$ cat config.mk
export PLATFORM = sky130hd
export DESIGN_NAME = dma_chan_seq
export DESIGN_NICKNAME = d
export VERILOG_FILES = /design/src/rtl/dma_seq_pkg.sv /design/src/rtl/dma_addr_stepper.sv /design/src/rtl/dma_beat_swap.sv /design/src/rtl/dma_pace_gate.sv /design/src/rtl/dma_chan_seq.sv
export SDC_FILE = /design/constraint.sdc
export NUM_CORES = 1
export LEC_CHECK = 0
export BUFFER_PORTS_ARGS = -buffer_cell sky130_fd_sc_hd__buf_2
export CAP_MARGIN = 40
export CORE_MARGIN = 2
export CORE_UTILIZATION = 45
export CTS_BUF_LIST = sky130_fd_sc_hd__clkbuf_4 sky130_fd_sc_hd__clkbuf_8 sky130_fd_sc_hd__clkbuf_16
export DETAILED_ROUTE_END_ITERATION = 12
export PLACE_DENSITY_LB_ADDON = 0.2
export SYNTH_ARGS = -nofsm -noshare
export SYNTH_HDL_FRONTEND = slang
export SYNTH_HIERARCHICAL = 1
export SYNTH_SLANG_ARGS = --single-unit
$ cat constraint.sdc
create_clock -name clk -period 9.45 [get_ports clk]
set_clock_uncertainty 0.05 [all_clocks]
set_input_delay 1.89 -clock clk [delete_from_list [all_inputs] [get_ports clk]]
set_output_delay 1.89 -clock clk [all_outputs]
set_load 0.005 [all_outputs]
$ cat src/rtl/dma_seq_pkg.sv
package dma_seq_pkg;

    typedef enum logic [1:0] {
        ST_IDLE,
        ST_PACE,
        ST_READ,
        ST_WRITE
    } seq_state_e;

    localparam logic [5:0] PACE_FREE = 6'd63;

    typedef struct packed {
        logic [1:0] size;
        logic       rd_inc;
        logic       rd_rev;
        logic       wr_inc;
        logic       wr_rev;
        logic [3:0] ring_log;
        logic       ring_on_wr;
        logic [5:0] pace_sel;
        logic       quiet;
        logic       swap;
    } chan_cfg_t;

endpackage

$ cat src/rtl/dma_addr_stepper.sv
module dma_addr_stepper #(
    parameter int AW = 32
) (
    input  logic [AW-1:0] addr_i,
    input  logic          step_en,
    input  logic          reverse,
    input  logic [1:0]    size,
    input  logic          wrap_en,
    input  logic [3:0]    wrap_log,
    output logic [AW-1:0] addr_o
);
    logic [AW-1:0] stride;
    logic [AW-1:0] raw;
    logic [AW-1:0] mask;
    logic [AW-1:0] moved;

    always_comb begin
        unique case (size)
            2'd0:    stride = AW'(1);
            2'd1:    stride = AW'(2);
            default: stride = AW'(4);
        endcase
        raw    = reverse ? (addr_i - stride) : (addr_i + stride);
        mask   = (AW'(1) << wrap_log) - AW'(1);
        moved  = wrap_en ? ((addr_i & ~mask) | (raw & mask)) : raw;
        addr_o = step_en ? moved : addr_i;
    end
endmodule

$ cat src/rtl/dma_beat_swap.sv
module dma_beat_swap #(
    parameter int DW = 32
) (
    input  logic [DW-1:0] data_i,
    input  logic [1:0]    size,
    input  logic          swap_en,
    output logic [DW-1:0] data_o
);
    localparam int LANES = DW / 8;

    int nbytes;

    always_comb begin
        unique case (size)
            2'd0:    nbytes = 1;
            2'd1:    nbytes = 2;
            default: nbytes = 4;
        endcase
    end

    for (genvar g = 0; g < LANES; g++) begin : g_lane
        always_comb begin
            if (g < nbytes) begin
                if (swap_en)
                    data_o[g*8 +: 8] = data_i[(nbytes-1-g)*8 +: 8];
                else
                    data_o[g*8 +: 8] = data_i[g*8 +: 8];
            end else begin
                data_o[g*8 +: 8] = 8'h00;
            end
        end
    end
endmodule

$ cat src/rtl/dma_pace_gate.sv
module dma_pace_gate
    import dma_seq_pkg::*;
#(
    parameter int NUM_DREQ = 63
) (
    input  logic [NUM_DREQ-1:0] dreq,
    input  logic [5:0]          sel,
    output logic                go
);
    logic [63:0] padded;

    always_comb begin
        padded = 64'(dreq);
        go     = (sel == PACE_FREE) | padded[sel];
    end
endmodule

$ cat src/rtl/dma_chan_seq.sv
module dma_chan_seq
    import dma_seq_pkg::*;
#(
    parameter int CH_IDX   = 0,
    parameter int NUM_CH   = 16,
    parameter int AW       = 32,
    parameter int CW       = 32,
    parameter int NUM_DREQ = 63
) (
    input  logic                      clk,
    input  logic                      rst_n,
    input  logic                      start,
    input  logic                      abort,
    input  logic [1:0]                cfg_size,
    input  logic                      cfg_rd_inc,
    input  logic                      cfg_rd_rev,
    input  logic                      cfg_wr_inc,
    input  logic                      cfg_wr_rev,
    input  logic [3:0]                cfg_ring_log,
    input  logic                      cfg_ring_on_wr,
    input  logic [$clog2(NUM_CH)-1:0] cfg_chain_to,
    input  logic [5:0]                cfg_pace_sel,
    input  logic                      cfg_quiet,
    input  logic                      cfg_swap,
    input  logic [AW-1:0]             init_rd_addr,
    input  logic [AW-1:0]             init_wr_addr,
    input  logic [CW-1:0]             init_count,
    input  logic [NUM_DREQ-1:0]       dreq,
    output logic                      rd_req,
    output logic [AW-1:0]             rd_addr,
    output logic [1:0]                rd_size,
    input  logic                      rd_ack,
    input  logic                      rd_err,
    input  logic [31:0]               rd_data,
    output logic                      wr_req,
    output logic [AW-1:0]             wr_addr,
    output logic [1:0]                wr_size,
    output logic [31:0]               wr_data,
    input  logic                      wr_ack,
    input  logic                      wr_err,
    output logic                      busy,
    output logic                      done,
    output logic                      irq,
    output logic [NUM_CH-1:0]         chain_trig,
    output logic                      rd_err_flag,
    output logic                      wr_err_flag
);
    localparam int CHW = $clog2(NUM_CH);
    localparam int DW  = 32;

    seq_state_e     state, nxt;
    chan_cfg_t      cfg_q;
    logic [CHW-1:0] chain_q;
    logic [AW-1:0]  rd_ptr, wr_ptr, rd_next, wr_next;
    logic [CW-1:0]  remain;
    logic [DW-1:0]  beat_data, swapped;
    logic           abort_pend;
    logic           stop_req;
    logic           pace_go;
    logic           finish;

    dma_addr_stepper #(.AW(AW)) u_rd_step (
        .addr_i   (rd_ptr),
        .step_en  (cfg_q.rd_inc),
        .reverse  (cfg_q.rd_rev),
        .size     (cfg_q.size),
        .wrap_en  ((cfg_q.ring_log != 4'd0) && !cfg_q.ring_on_wr),
        .wrap_log (cfg_q.ring_log),
        .addr_o   (rd_next)
    );

    dma_addr_stepper #(.AW(AW)) u_wr_step (
        .addr_i   (wr_ptr),
        .step_en  (cfg_q.wr_inc),
        .reverse  (cfg_q.wr_rev),
        .size     (cfg_q.size),
        .wrap_en  ((cfg_q.ring_log != 4'd0) && cfg_q.ring_on_wr),
        .wrap_log (cfg_q.ring_log),
        .addr_o   (wr_next)
    );

    dma_beat_swap #(.DW(DW)) u_swap (
        .data_i  (rd_data),
        .size    (cfg_q.size),
        .swap_en (cfg_q.swap),
        .data_o  (swapped)
    );

    dma_pace_gate #(.NUM_DREQ(NUM_DREQ)) u_pace (
        .dreq (dreq),
        .sel  (cfg_q.pace_sel),
        .go   (pace_go)
    );

    assign stop_req = abort | abort_pend;

    // Next-state logic
    always_comb begin
        nxt    = state;
        finish = 1'b0;
        unique case (state)
            ST_IDLE: begin
                if (start) nxt = ST_PACE;
            end
            ST_PACE: begin
                if (stop_req) begin
                    nxt = ST_IDLE;
                end else if (remain == '0) begin
                    nxt    = ST_IDLE;
                    finish = 1'b1;
                end else if (pace_go) begin
                    nxt = ST_READ;
                end
            end
            ST_READ: begin
                if (rd_ack) nxt = (rd_err || stop_req) ? ST_IDLE : ST_WRITE;
            end
            ST_WRITE: begin
                if (wr_ack) begin
                    if (wr_err || stop_req) begin
                        nxt = ST_IDLE;
                    end else if (remain == CW'(1)) begin
                        nxt    = ST_IDLE;
                        finish = 1'b1;
                    end else begin
                        nxt = ST_PACE;
                    end
                end
            end
            default: nxt = ST_IDLE;
        endcase
    end

    // State register
    always_ff @(posedge clk or negedge rst_n) begin
        if (!rst_n) state <= ST_IDLE;
        else        state <= nxt;
    end

    // Datapath and registered outputs
    always_ff @(posedge clk or negedge rst_n) begin
        if (!rst_n) begin
            cfg_q       <= '0;
            chain_q     <= '0;
            rd_ptr      <= '0;
            wr_ptr      <= '0;
            remain      <= '0;
            beat_data   <= '0;
            abort_pend  <= 1'b0;
            rd_err_flag <= 1'b0;
            wr_err_flag <= 1'b0;
            done        <= 1'b0;
            irq         <= 1'b0;
            chain_trig  <= '0;
        end else begin
            done       <= finish;
            irq        <= finish && !cfg_q.quiet;
            chain_trig <= (finish && (chain_q != CHW'(CH_IDX)))
                          ? (NUM_CH'(1) << chain_q) : '0;
            if (state == ST_IDLE) begin
                if (start) begin
                    cfg_q       <= '{size: cfg_size, rd_inc: cfg_rd_inc,
                                     rd_rev: cfg_rd_rev, wr_inc: cfg_wr_inc,
                                     wr_rev: cfg_wr_rev, ring_log: cfg_ring_log,
                                     ring_on_wr: cfg_ring_on_wr,
                                     pace_sel: cfg_pace_sel, quiet: cfg_quiet,
                                     swap: cfg_swap};
                    chain_q     <= cfg_chain_to;
                    rd_ptr      <= init_rd_addr;
                    wr_ptr      <= init_wr_addr;
                    remain      <= init_count;
                    abort_pend  <= 1'b0;
                    rd_err_flag <= 1'b0;
                    wr_err_flag <= 1'b0;
                end
            end else if (abort) begin
                abort_pend <= 1'b1;
            end
            if (state == ST_READ && rd_ack) begin
                beat_data <= swapped;
                if (rd_err) rd_err_flag <= 1'b1;
            end
            if (state == ST_WRITE && wr_ack) begin
                if (wr_err) begin
                    wr_err_flag <= 1'b1;
                end else begin
                    remain <= remain - CW'(1);
                    rd_ptr <= rd_next;
                    wr_ptr <= wr_next;
                end
            end
        end
    end

    // Bus-facing outputs
    always_comb begin
        busy    = (state != ST_IDLE);
        rd_req  = (state == ST_READ);
        wr_req  = (state == ST_WRITE);
        rd_addr = rd_ptr;
        wr_addr = wr_ptr;
        rd_size = cfg_q.size;
        wr_size = cfg_q.size;
        wr_data = beat_data;
    end
endmodule

# Word-level counts from Yosys, hierarchy flattened
# Cells that the tools add are included.
dict set report word_totals {
  regBits 174
  input_bits 222
  out_inout_bits 123
  word_cells 141
}
dict set report classes {
  n_addsub 10
  order_cmp 5
  eq_ne 12
  shifts 6
  n_mux 57
  bitwise_logic 9
  reduce_logical 20
}
# cell count
set ops {}
lappend ops {{2-to-1 mux 32 bit} 18}
lappend ops {{bitwise AND 32 bit} 4}
lappend ops {{indexed part select 32 x 32 -> 8 bit} 4}
lappend ops {{adder 32 bit} 2}
lappend ops {{2-to-1 mux 8 bit} 8}
lappend ops {{bitwise OR 32 bit} 2}
lappend ops {{subtractor 32 bit} 2}
lappend ops {{subtractor 29 x 3 -> 29 bit (second input constant)} 2}
lappend ops {{== test 32 x 1 -> 1 bit (second input constant)} 1}
lappend ops {{zero test 32 bit} 1}
lappend ops {{inverter 32 bit} 1}
lappend ops {{left shift 1 x 4 -> 32 bit (first input constant)} 1}
lappend ops {{subtractor 32 x 1 -> 32 bit (second input constant)} 1}
lappend ops {{subtractor 32 x 2 -> 32 bit (second input constant)} 1}
lappend ops {{subtractor 29 x 2 -> 29 bit (second input constant)} 1}
lappend ops {{2-to-1 mux 1 bit} 19}
lappend ops {{2-to-1 mux 16 bit} 1}
lappend ops {{left shift 1 x 4 -> 16 bit (first input constant)} 1}
lappend ops {{2-to-1 mux 2 bit} 7}
lappend ops {{one-hot mux 2 bit (4 select lines)} 1}
lappend ops {{nonzero test 4 bit} 2}
lappend ops {{< comparator 6 x 7 -> 1 bit (second input constant)} 1}
lappend ops {{binary-select mux 1 bit (select 6 bit)} 1}
lappend ops {{== test 6 bit (second input constant)} 1}
lappend ops {{other kinds (19)} 36}

# Longest topological paths before layout
dict set report depth {
  word_depth 10
  ltp_mapped 16
  mapped_depth_nobuf 16
}

# By module
# Netlist, hierarchy kept.
# mod n_inst cells_each area_per_inst_um2 seq_area_each_um2
set modules_own_cells {}
lappend modules_own_cells {dma_chan_seq 1 830 7883.8 4354.2}
lappend modules_own_cells {{dma_addr_stepper at u_wr_step} 1 448 2836.5 0.0}
lappend modules_own_cells {{dma_addr_stepper at u_rd_step} 1 370 2361.0 0.0}
lappend modules_own_cells {dma_beat_swap 1 151 1021.0 0.0}
lappend modules_own_cells {dma_pace_gate 1 65 636.9 0.0}

# Least setup slack after synthesis
# No wires, ideal clock.
dict set report synth_timing {
  path_type {register -> register}
  startpoint {reg cfg_q[15] (netlist bit)}
  endpoint {reg rd_ptr[30], in the netlist rd_addr[30]}
  setup_time_ns 0.082
  arrival_ns 3.366
  required_time_ns 9.318
  setup_slack_ns 5.953
  stages_incl_launch_ff 13
  n_path_buf 0
  synth_period_minus_slack_ns 3.497
  path_cell_list {dfrtp_1 mux2_2 fa_1 and2b_1 o2111ai_2 a21oi_2 nor2_2 o31ai_4 a211oi_1 or3_1 a31oi_1 nor2_1 a31oi_1}
}
dict set report synth_via {
  elab_chain_cells 7
}
# item line_no
set synth_lines {}
lappend synth_lines {{start: declaration} dma_chan_seq.sv:52} ;# chan_cfg_t cfg_q;
lappend synth_lines {{start signal: assignment} dma_chan_seq.sv:162} ;# cfg_q <= '{size: cfg_size, rd_inc: cfg_rd_inc,
lappend synth_lines {{2-to-1 mux 32 bit *} dma_addr_stepper.sv:23} ;# raw = reverse ? (addr_i - stride) : (addr_i + stride);
lappend synth_lines {{bitwise AND 32 bit} dma_addr_stepper.sv:25} ;# moved = wrap_en ? ((addr_i & ~mask) | (raw & mask)) : raw;
lappend synth_lines {{bitwise OR 32 bit} dma_addr_stepper.sv:25}
lappend synth_lines {{2-to-1 mux 32 bit *} dma_addr_stepper.sv:25}
lappend synth_lines {{2-to-1 mux 32 bit *} dma_addr_stepper.sv:26} ;# addr_o = step_en ? moved : addr_i;
lappend synth_lines {{net rd_next[30]} dma_chan_seq.sv:54} ;# logic [AW-1:0] rd_ptr, wr_ptr, rd_next, wr_next;
lappend synth_lines {{2-to-1 mux 32 bit *} dma_chan_seq.sv:184} ;# if (wr_err) begin
lappend synth_lines {{2-to-1 mux 32 bit *} dma_chan_seq.sv:183} ;# if (state == ST_WRITE && wr_ack) begin
lappend synth_lines {{end signal: assignment} dma_chan_seq.sv:169} ;# rd_ptr <= init_rd_addr;
lappend synth_lines {{end signal: assignment} dma_chan_seq.sv:188} ;# rd_ptr <= rd_next;
lappend synth_lines {{end: declaration} dma_chan_seq.sv:54}
# Mark *: on every way through the listed nets, which the timed path passes. The rest lies on a longest branch. The select of a mux whose other input is x is not followed.
# A chain may end at the register's enable or synchronous reset.

# Worst setup path after layout
dict set report layout_timing {
  startpoint {reg cfg_q, in the netlist rd_size[0]}
  endpoint {reg wr_ptr[29], in the netlist wr_addr[29]}
}
dict set report layout_via {
  elab_chain_cells 10
  word_cells_on_any_way 12
  cone_classes {2 x add/sub; 1 x eq/ne; 6 x mux; 2 x bitwise; 1 x reduce/logical}
}
# item line_no
set layout_lines {}
lappend layout_lines {{== test 2 x 1 -> 1 bit or zero test 2 bit (tied branches)} dma_addr_stepper.sv:18} ;# unique case (size)
lappend layout_lines {{one-hot mux 3 bit (2 select lines) *} dma_addr_stepper.sv:18}
lappend layout_lines {{adder 32 bit or subtractor 32 bit (tied branches)} dma_addr_stepper.sv:23}
lappend layout_lines {{2-to-1 mux 32 bit *} dma_addr_stepper.sv:23}
lappend layout_lines {{bitwise AND 32 bit} dma_addr_stepper.sv:25}
lappend layout_lines {{bitwise OR 32 bit} dma_addr_stepper.sv:25}
lappend layout_lines {{2-to-1 mux 32 bit *} dma_addr_stepper.sv:25}
lappend layout_lines {{2-to-1 mux 32 bit *} dma_addr_stepper.sv:26}
lappend layout_lines {{net wr_next[29]} dma_chan_seq.sv:54}
lappend layout_lines {{2-to-1 mux 32 bit *} dma_chan_seq.sv:184}
lappend layout_lines {{2-to-1 mux 32 bit *} dma_chan_seq.sv:183}
lappend layout_lines {{end signal: assignment} dma_chan_seq.sv:170} ;# wr_ptr <= init_wr_addr;
lappend layout_lines {{end signal: assignment} dma_chan_seq.sv:189} ;# wr_ptr <= wr_next;
lappend layout_lines {{end: declaration} dma_chan_seq.sv:54}
# Marks and branches as above.

==> flow_metrics.tcl <==
set metrics [dict create \
    die_w_um 185 \
    seq_area_frac_synth_pct 29.5 \
    vdd_drop_max_uv 186 \
    wirelength_mm 45.7 \
    synth_edf_count 0 \
    holdPathStages 1 \
    synth_mux_area_share_pct 7.73 \
    fin_tns_setup_ns 0 \
    hold_ws_ns 0.381 \
    outcome "finished clean" \
    cts_buffers 17 \
    wire_per_inst_um 17.6 \
    max_slew.worst_pin.slew_ns 0.873 \
    core_area_um2 32400 \
    clockBufferDepth 2 \
    fin_crit_sh_pct 42.3 \
    final_cell_area_um2 17400 \
    cts_hold_buf 0 \
    grt_usage_pct 26.5 \
    antenna_left 0 \
    grt_use_met3_pct 4.70 \
    ys_seq_elements 174 \
    htree_num_levels 4 \
    cts_tree "done" \
    cts_sinks 174 \
    grt_pass1_vias 13900 \
    place.gp.congestion 0.926 \
    globalRouteOverflowTotal 0 \
    required_ns 9.73 \
    synth-main-ff-cell "dfrtp_1" \
    maxSlewHeadroom_pct 41.8 \
    drt_iter0_markers 1179 \
    hp-class "reg -> reg" \
    via_per_inst 5.77 \
    first_pass_iters 5 \
    end_kind "register" \
    fin_nets 2430 \
    grt_max_degree 70 \
    cts_resized 0 \
    arrival_ns 4.27 \
    dieArea_um2 34200 \
    grt_pass1_wl_mm 72.4 \
    cap_violations 0 \
    syn_avg_cell_area_um2 7.91 \
    setup_viol 0 \
    synth-compound-area-share_pct 23.3 \
    synthXorXnorAreaFrac_pct 2.85 \
    clk_pin_slew_worst_paths_ns 0.07 \
    hpwl_mm 34.1 \
    finish.utilization_pct 53.6 \
    portBuffers 344 \
    synthesis.nets 2161 \
    dpl-instance-area_um2 16700 \
    synthCells 1864 \
    yosys.area_share.adder_pct 6.47 \
    finalPower_mw 6.51 \
    drive_gt1_share_pct 23.3 \
    drc 0 \
    dp_cells 2556 \
    post-cts-setup-buffer-count 0 \
    synth.distinct_cells 104 \
    max_freq_ghz 0.250 \
    routed-via-count 15000 \
    final-hold-violation-count 0 \
    power_density_nw_per_um2 375 \
    slew_violations 0 \
    grt.busiest_layer "met2" \
    leakage_nw 8.35 \
    synth_area_um2 14700 \
    area_growth_pct 17.8 \
    synthArstFlopShare_pct 100 \
    grt_antenna_before_repair 5 \
    root_buffer "clkbuf_16" \
    num_io_pins 345 \
    setup_ws_ns 5.46 \
    yosys_warnings 6 \
    met2_usage_pct 43.3 \
    synth_top_family_by_area "simple AND/OR/NAND/NOR gates" \
    critPathMaxFanout 18 \
    rows 66 \
    post-route-min-period_ns 3.99 \
    synth_simple_gate_area_share_pct 24.8 \
    rsz0062_at_grt "no" \
    initial_core_util_pct 45.5 \
    worstRegToRegCells 16 \
    dp_slack_ns 5.32 \
    worstSkewPairLatency_ns 0.46 \
    fp.dieH_um 185 \
    start_kind "register" \
    path_class "reg -> reg" \
    grtUsageMet1_pct 35.4 \
    instances_no_fill 2593 \
]
==> cells in the mapped netlist (23+ instances only) <==
cell type | count | area, um2
a31oi_1 | 78 | 488
nor2_1 | 180 | 676
nand3_1 | 33 | 165
dfrtp_1 | 174 | 4350
buf_1 | 23 | 86.3
ha_1 | 73 | 913
nand2_1 | 384 | 1440
mux2_2 | 40 | 450
mux2i_1 | 46 | 460
o21ai_0 | 119 | 596
nor2b_1 | 24 | 150
clkbuf_1 | 54 | 203
xnor2_1 | 25 | 219
xor2_1 | 23 | 201
nor3_1 | 37 | 185
a21o_1 | 30 | 225
inv_1 | 45 | 169
a21oi_1 | 97 | 485
==> metal layers <==
layer	wire [um]	share of wire, %
met5	11	0.024
met3	2540	5.6
met1	20600	45
met4	1160	2.5
met2	21400	47
==> cell families (layout without fill, tap and decap cells) <==
logic type      Yosys count  in the layout
compound gates          518            518
xor+xnor                 48             48
fa+ha+maj                75             75
buf+inv                 161            443
flops                   174            174
mux                      95             95
other cells               1              6
simple gates            792            792
==> sequential cells by signal, indices dropped and copies added, names as in the netlist <==
register and flops:
rd_addr 32, remain 32, wr_addr 32, chain_trig 16, chain_q 4, irq 1, wr_data 32, rd_err_flag 1
cfg_q 17, rd_size 2, abort_pend 1, state 2, done 1, wr_err_flag 1
==> worst max-delay path: stages (launching register included) <==
cell,delay [ns]
dfrtp_1,0.43
buf_16,0.19
nor2b_1,0.19
inv_1,0.06
ha_1,0.27
mux2_2,0.17
inv_1,0.05
ha_1,0.25
nor2b_1,0.16
o2111ai_1,0.18
a2111o_1,0.49
a31oi_1,0.36
a21boi_0,0.23
a31oi_1,0.27
mux2_2,0.36
nor2_1,0.10
a31oi_1,0.04
==> cell type report <==
class,count,area (um2)
diodes,5,12.5
repair buffers,365,2030
multi-input cells,1529,9630
clock buffers,20,454
inverters,46,173
flip-flops and latches,174,4350
well taps,442,553
fillers,3165,15000
clock inverters,12,161
==> power by group <==
group,internal [mW],switching [mW]
clock network,0.432,0.327
registers,1.06,0.449
logic,1.78,2.46
total,3.28,3.24
==> layout by cell type (no fill, tap or decap), types with 8 or more instances in the layout <==
| cell | count |
|---|---|
| xnor2_1 | 25 |
| nand4_1 | 19 |
| nand3_1 | 33 |
| nor3_1 | 37 |
| o21ai_0 | 119 |
| buf_4 | 13 |
| o21a_1 | 16 |
| clkbuf_16 | 17 |
| a21oi_1 | 97 |
| o21bai_1 | 13 |
| xor2_1 | 23 |
| a21o_1 | 30 |
| inv_1 | 45 |
| ha_1 | 73 |
| o31ai_1 | 9 |
| a31oi_1 | 78 |
| a211oi_1 | 20 |
| mux2_2 | 40 |
| o211ai_1 | 10 |
| o21ai_1 | 11 |
| nor2_1 | 180 |
| a311oi_1 | 19 |
| nand2_1 | 383 |
| or3_1 | 8 |
| buf_2 | 343 |
| nor4_1 | 11 |
| dfrtp_1 | 174 |
| mux2i_1 | 46 |
| o22ai_1 | 9 |
| and3_1 | 9 |
| nor2b_1 | 24 |
| nand2b_1 | 20 |
==> path summary, 6_finish.rpt <==
| check | startpoint | end | slack (ns) |
|---|---|---|---|
| min in group asynchronous | rst_n | chain_trig[13] | 1.31 |
| max | rd_size[0] | wr_addr[29] | 5.46 |
| max in group asynchronous | rst_n | wr_addr[27] | 6.66 |
| min | cfg_q[1] | irq | 0.38 |
| max reg2reg | rd_size[0] | wr_addr[29] | 5.46 |
| min reg2reg | cfg_q[1] | irq | 0.38 |
(Power assumes the default switching activity.)
